[src/rtl/reconf_sequencer.sv]
module reconf_sequencer #(
  parameter int PAGE_W        = 3,
  parameter int INIT_PAGE     = 1,
  parameter int RECOVERY_PAGE = 0,
  parameter int PULSE_LEN     = 4
) (
  input  logic              clk,
  input  logic              rst_n,
  input  logic              upd_done,
  input  logic [PAGE_W-1:0] upd_page,
  input  logic              wdog_err,
  output logic [PAGE_W-1:0] page_sel,
  output logic              reconf_n,
  output logic              busy
);
  localparam int CNT_W = $clog2(PULSE_LEN + 1);

  typedef enum logic [1:0] {IDLE, ARM, FIRE} phase_t;

  phase_t           phase;
  logic [CNT_W-1:0] left;

  assign busy = (phase != IDLE);

  always_ff @(posedge clk or negedge rst_n) begin
    if (!rst_n) begin
      phase    <= IDLE;
      page_sel <= PAGE_W'(INIT_PAGE);
      reconf_n <= 1'b1;
      left     <= '0;
    end else begin
      case (phase)
        IDLE: begin
          if (wdog_err) begin
            page_sel <= PAGE_W'(RECOVERY_PAGE);
            phase    <= ARM;
          end else if (upd_done) begin
            page_sel <= upd_page;
            phase    <= ARM;
          end
        end
        ARM: begin
          reconf_n <= 1'b0;
          left     <= CNT_W'(PULSE_LEN - 1);
          phase    <= FIRE;
        end
        FIRE: begin
          if (left == '0) begin
            reconf_n <= 1'b1;
            phase    <= IDLE;
          end else begin
            left <= left - 1'b1;
          end
        end
        default: phase <= IDLE;
      endcase
    end
  end
endmodule

[config.mk]
export PLATFORM = sky130hd
export DESIGN_NAME = reconf_sequencer
export DESIGN_NICKNAME = d
export VERILOG_FILES = /design/src/rtl/reconf_sequencer.sv
export SDC_FILE = /design/constraint.sdc
export NUM_CORES = 1
export LEC_CHECK = 0
export BUFFER_PORTS_ARGS = -buffer_cell sky130_fd_sc_hd__buf_2
export CAP_MARGIN = 20
export CORE_AREA = 8 8 45 47
export CTS_CLUSTER_DIAMETER = 200
export DETAILED_ROUTE_END_ITERATION = 12
export DIE_AREA = 0 0 53 55
export GPL_TIMING_DRIVEN = 0
export HOLD_SLACK_MARGIN = 0.08
export SLEW_MARGIN = 30
export SYNTH_ARGS = -nofsm -noshare
export SYNTH_HDL_FRONTEND = slang
export SYNTH_SLANG_ARGS = --single-unit
export TNS_END_PERCENT = 5
[constraint.sdc]
create_clock -name clk -period 1.3 [get_ports clk]
set_input_delay 0.13 -clock clk [delete_from_list [all_inputs] [get_ports clk]]
set_output_delay 0.13 -clock clk [all_outputs]
set_load 0.03 [all_outputs]
==> results_dict.tcl, run 1 <==
set metrics [dict create \
    use_met2_pct 13.1 \
    htree_levels 1 \
    synth_top_cell_by_area "dfrtp_1" \
    ys_ff_latch 9 \
    fin_skew_ns 0.00225 \
    placed_area_sq_um 557 \
    ios 12 \
    powerDensity_nw_per_um2 2540 \
    die_h_um 55 \
    worstHoldPathType "in -> reg" \
    use_met3_pct 5.61 \
    reg2regPathDepth 5 \
    dpl.hpwl_um 721 \
    period_share_pct 94.5 \
    ys_warn_count 0 \
    r2r-end "left[2]" \
    critical_path.max_fanout 3 \
    antenna_cells 0 \
    ir_drop_uv 1260 \
    synthArstFlopShare_pct 100 \
    synth_nets 56 \
    min_period_ns 1.23 \
    wirelength_um 1020 \
    grt_first_pass_wirelength_um 1840 \
    cts_root_buffer "clkbuf_4" \
    cts_buffer_depth 2 \
    max_slew.worst_pin.slew_ns 0.307 \
    row_count 14 \
    min_to "page_sel[1]" \
    wl_per_cell_um 12.4 \
    dr_total_vias 406 \
    worst_ep_required_time_ns 1.48 \
    io_buffer_count 11 \
    remaining_drc_errors 0 \
    setup_ws_ns 0.0716 \
    synth_top_area_share_pct 36.4 \
    dieArea_sq_um 2920 \
    vias_per_cell 4.95 \
    syn-cell-area_sq_um 482 \
    final_nets 76 \
    setup_viol 0 \
    worstPathArrival_ns 1.40 \
    grt_pass1_vias 456 \
    die-width_um 53 \
    start_util_pct 34.8 \
    r2r-start "left[0]" \
    worstHoldStart "upd_page[1]" \
    crit_type "reg -> reg" \
    tns_ns 0 \
    grt_max_degree 11 \
    post-place-ws_ns -0.0632 \
    synth_edf_count 0 \
    clk_pin_slew_worst_paths_ns 0.06 \
    syn_avg_cell_area_sq_um 10.2 \
    drive_gt1_share_pct 45.5 \
    ys.flop_type "dfrtp_1" \
    design_area_sq_um 663 \
    numCtsBuffers 3 \
    fmax_mhz 814 \
    overflow 0 \
    status "finished, final reports clean" \
    cts_sinks 9 \
    first_pass_iters 4 \
    synth.area.top_cells "dfrtp_1 36%, dfstp_2 11%, ha_1 5.2%, o21ai_0 5.2%, inv_1 4.7%" \
    cp-start-kind "flop" \
    ys_types 24 \
    max_slew_margin_pct 79.3 \
    grt_util_met1_pct 9.44 \
    hold_depth 2 \
    rrSetupSlack_ns 0.07 \
    ys_seq_area_share_pct 47.3 \
    synth_cells 47 \
    p_leak_nw 0.316 \
    drv_cap 0 \
    grtUsageTotal_pct 8.69 \
    antenna_found_initial 0 \
    clock_latency_ns 0.25 \
    final-max-slew-violation-count 0 \
    area_growth_pct 37.7 \
    busiest_layer "met2" \
    first_iter_violations 7 \
    cts_tree "done" \
    core_area_sq_um 1380 \
    hold_viol 0 \
    endpoint_kind "flop" \
    gp_congestion 0.688 \
    ant_nets 0 \
]
==> registers in the layout (all words and copies together) (netlist names) <==
name      flops
left          3
phase         2
reconf_n      1
page_sel      3
==> critical path: stages, from the launching register on <==
cell	delay (ns)
dfrtp_1	0.40
inv_2	0.09
ha_1	0.17
nor4bb_4	0.29
a21oi_1	0.07
o21ai_1	0.14
==> final cells by class <==
class,count,area (sq um)
well taps,16,20.0
fillers,130,721
repair buffers,15,96.3
multi-input cells,29,244
inverters,7,26.3
flip-flops and latches,9,228
clock buffers,4,26.3
plain buffers,2,22.5
==> metal layers <==
layer	up-vias	part of all wire (%)
met2	12	51
met1	194	43
met4	0	0
met5	-	0
met3	0	5.7
li1	200	-
==> cells by family (layout without fill, tap and decap cells) <==
| family | count (synthesis) | in the layout | share of synthesized area [%] |
|---|---|---|---|
| simple gates | 11 | 11 | 15.3 |
| fa+ha+maj | 2 | 2 | 5.19 |
| buf+inv | 9 | 28 | 9.35 |
| compound gates | 16 | 16 | 22.9 |
| flops | 9 | 9 | 47.3 |
==> what timing repair did <==
| action | 4_1_cts | 5_1_grt |
|---|---|---|
| hold buffers | 2 | 0 |
| resized for setup | 3 | 11 |
| setup buffers | 0 | 2 |
| endpoints found under the setup margin | 2 | 4 |
| hold endpoints to repair | 10 | 0 |
| pin swaps | 0 | 1 |
==> how the worst max path moves through the flow <==
stage,from,to,slack [ns],depth (start not counted)
2_1_floorplan,left[0],left[0],0.08,5
3_3_place_gp,left[0],left[0],-0.05,5
3_5_place_dp,left[0],left[0],-0.06,5
4_1_cts,left[0],left[0],0.004,5
5_1_grt,left[0],left[2],-0.008,5
6_report,left[0],left[2],0.07,5
==> cell usage in the layout (no fill, tap or decap), drive strengths merged, types with 3 or more instances in the layout <==
| master | Yosys | routed |
|---|---|---|
| clkbuf | 0 | 4 |
| o21ai | 5 | 5 |
| inv | 7 | 7 |
| dfrtp | 7 | 7 |
| a22o | 3 | 3 |
| nor2 | 4 | 4 |
| buf | 2 | 15 |
==> cells in the mapped netlist (2+ instances only) <==
cell type  number
a21o_1          2
a21oi_1         2
a22o_2          2
dfrtp_1         7
dfstp_2         2
ha_1            2
inv_1           6
nor2_1          3
o21ai_0         5
o22a_1          2
==> stage by stage <==
stage | utilization (%) | hold WS [ns] | total power (W) | instances
after detailed placement | 40.2 | -0.00123 | 0.00130 | 74
after CTS | 44.3 | 0.0960 | 0.00155 | 80
after floorplan | - | -0.166 | 0.00113 | 47
after global routing | 47.9 | 0.0803 | 0.00184 | 82
after global placement | 40.2 | -0.00438 | 0.00129 | 74
final | 47.9 | 0.103 | 0.00168 | 82
==> report_power, final <==
group / switching (W) / total (W) / internal, W / leakage (nW)
registers: 0.0000979 / 0.000526 / 0.000428 / 0.107
logic: 0.000510 / 0.000948 / 0.000438 / 0.194
clock network: 0.0000927 / 0.000211 / 0.000118 / 0.0150
(Power assumes the default switching activity.)
==> run 2, diff against run 1 <==
clock period = 1.05 ns   (was 1.3 ns; I/O delays follow)
==> run 2 against run 1 <==
The run now ends with negative setup slack left. Wire length grew 5.0%. Global-route usage grew 0.83 points. Setup slack worse by 0.20 ns. Final cell count grew 9.8%. Critical path depth down 1. Die area is the same. Critical path type is now reg -> out.
==> results_dict.tcl, run 2 (synthesis results as in run 1) <==
set metrics [dict create \
    numCtsBuffers 3 \
    worst_ep_required_time_ns 0.94 \
    vias_per_cell 4.83 \
    setup_viol 8 \
    endpoint_kind "output pin" \
    grt_pass1_vias 488 \
    grt_max_degree 10 \
    powerDensity_nw_per_um2 3050 \
    io_buffer_count 11 \
    worstPathArrival_ns 1.07 \
    cpMostUsedCell "buf_6" \
    drive_gt1_share_pct 50.0 \
    cp-start-kind "flop" \
    slowest_stage "dfrtp_1" \
    area_growth_pct 55.3 \
    dieArea_sq_um 2920 \
    first_pass_iters 2 \
    row_count 14 \
    grtUsageTotal_pct 9.52 \
    period_share_pct 112 \
    grt_first_pass_wirelength_um 1980 \
    final-max-slew-violation-count 0 \
    core_area_sq_um 1380 \
    overflow 0 \
    crit_type "reg -> out" \
    setup_ws_ns -0.128 \
    hold_viol 0 \
    die-width_um 53 \
    drv_cap 0 \
    cts_tree "done" \
    post-place-cells 74 \
    failed_checks "negative setup slack" \
    fin_hold_ws_ns 0.106 \
    worstHoldPathType "in -> reg" \
    final_cell_mix "8 x buf_2, 7 x dfrtp_1, 7 x buf_4" \
    max_slew.worst_pin.slew_ns 0.238 \
    cp_num_buf_inv 3 \
    cpLargestDelayFamily "flip-flops" \
    gp_congestion 0.650 \
    htree_levels 1 \
    antenna_found_initial 0 \
    layout_commonest_cell "buf_2" \
    ant_nets 0 \
    wl_per_cell_um 11.9 \
    antenna_cells 0 \
    ios 12 \
    min_period_ns 1.18 \
    reg_top3 "left (3), page_sel (3), phase (2)" \
    critical_path.max_fanout 3 \
    max_slew_margin_pct 84.0 \
    critical_path.max_stage_delay_ns 0.37 \
    cts_sinks 9 \
    die_h_um 55 \
    worstPathCellList "buf_6 -> nor2_4 -> inv_2 -> buf_6" \
    dr_total_vias 435 \
    clk_pin_slew_worst_paths_ns 0.06 \
    p_leak_nw 0.361 \
    fin_skew_ns 0.00559 \
    first_iter_violations 2 \
    ir_drop_uv 1650 \
    status "complete, but fails checks" \
    fmax_mhz 849 \
    cts_buffer_depth 2 \
    final_nets 84 \
    stdcell_count 90 \
    rsz0062_at_grt "true" \
    start_util_pct 34.8 \
    wirelength_um 1070 \
    cts_root_buffer "clkbuf_4" \
    dpl.hpwl_um 690 \
    remaining_drc_errors 0 \
    clock_latency_ns 0.25 \
]
==> run 2: report_power, final <==
group          internal [W]  switching (W)
registers          0.000531       0.000112
logic              0.000692       0.000686
clock network      0.000146       0.000114
==> run 2: worst paths after layout <==
| check | depth (start not counted) | end | slack (ns) | from |
|---|---|---|---|---|
| hold / removal | 3 | page_sel[0] | 0.11 | upd_done |
| max in group asynchronous | 2 | reconf_n | 0.55 | rst_n |
| setup reg to reg | 5 | left[0] | -0.10 | left[0] |
| hold reg to reg | 1 | page_sel[1] | 0.50 | page_sel[1] |
| min in group asynchronous | 2 | page_sel[1] | 0.25 | rst_n |
| setup / recovery | 4 | busy | -0.13 | phase[0] |
==> run 2: per-layer routing <==
metal	track usage, %	part of all wire [%]	up-vias
li1	-	-	221
met1	10.4	45	202
met2	15.2	50	10
met3	1.87	2.2	2
met4	9.05	2.5	0
met5	0	0	-
==> run 2: what timing repair did <==
action,4_1_cts,5_1_grt
setup endpoints to repair,10,11
pin swaps,3,5
hold buffers,5,0
buffers inserted,7,0
hold endpoints to repair,12,0
resized for setup,12,5
gates cloned,0,0
==> run 2: cell type report <==
type                            instances  area [sq um]
Clock buffer                            4          26.3
Timing Repair Buffer                   23           176
Buffer                                  2          22.5
Inverter                                7          26.3
Fill cell                             116           636
Sequential cell                         9           228
Tap cell                               16          20.0
Multi-Input combinational cell         29           249
==> run 2: worst register-to-register path, stage by stage (launching register included) <==
cell	delay (ns)
dfrtp_1	0.39
inv_2	0.08
ha_4	0.14
nor2b_4	0.17
o21ai_2	0.07
o22a_1	0.19
==> run 2: metrics by stage <==
step	setup WS (ns)	total power (W)	util, %	area (sq um)	setup TNS, ns
3_3_place_gp	-0.155	0.00164	41.2	571	-0.804
2_1_floorplan	-0.0877	0.00143	-	495	-0.428
6_report	-0.128	0.00228	54.1	748	-0.561
3_5_place_dp	-0.169	0.00165	41.2	571	-0.892
5_1_grt	-0.175	0.00247	54.1	748	-1.14
4_1_cts	-0.117	0.00227	53.3	738	-0.689
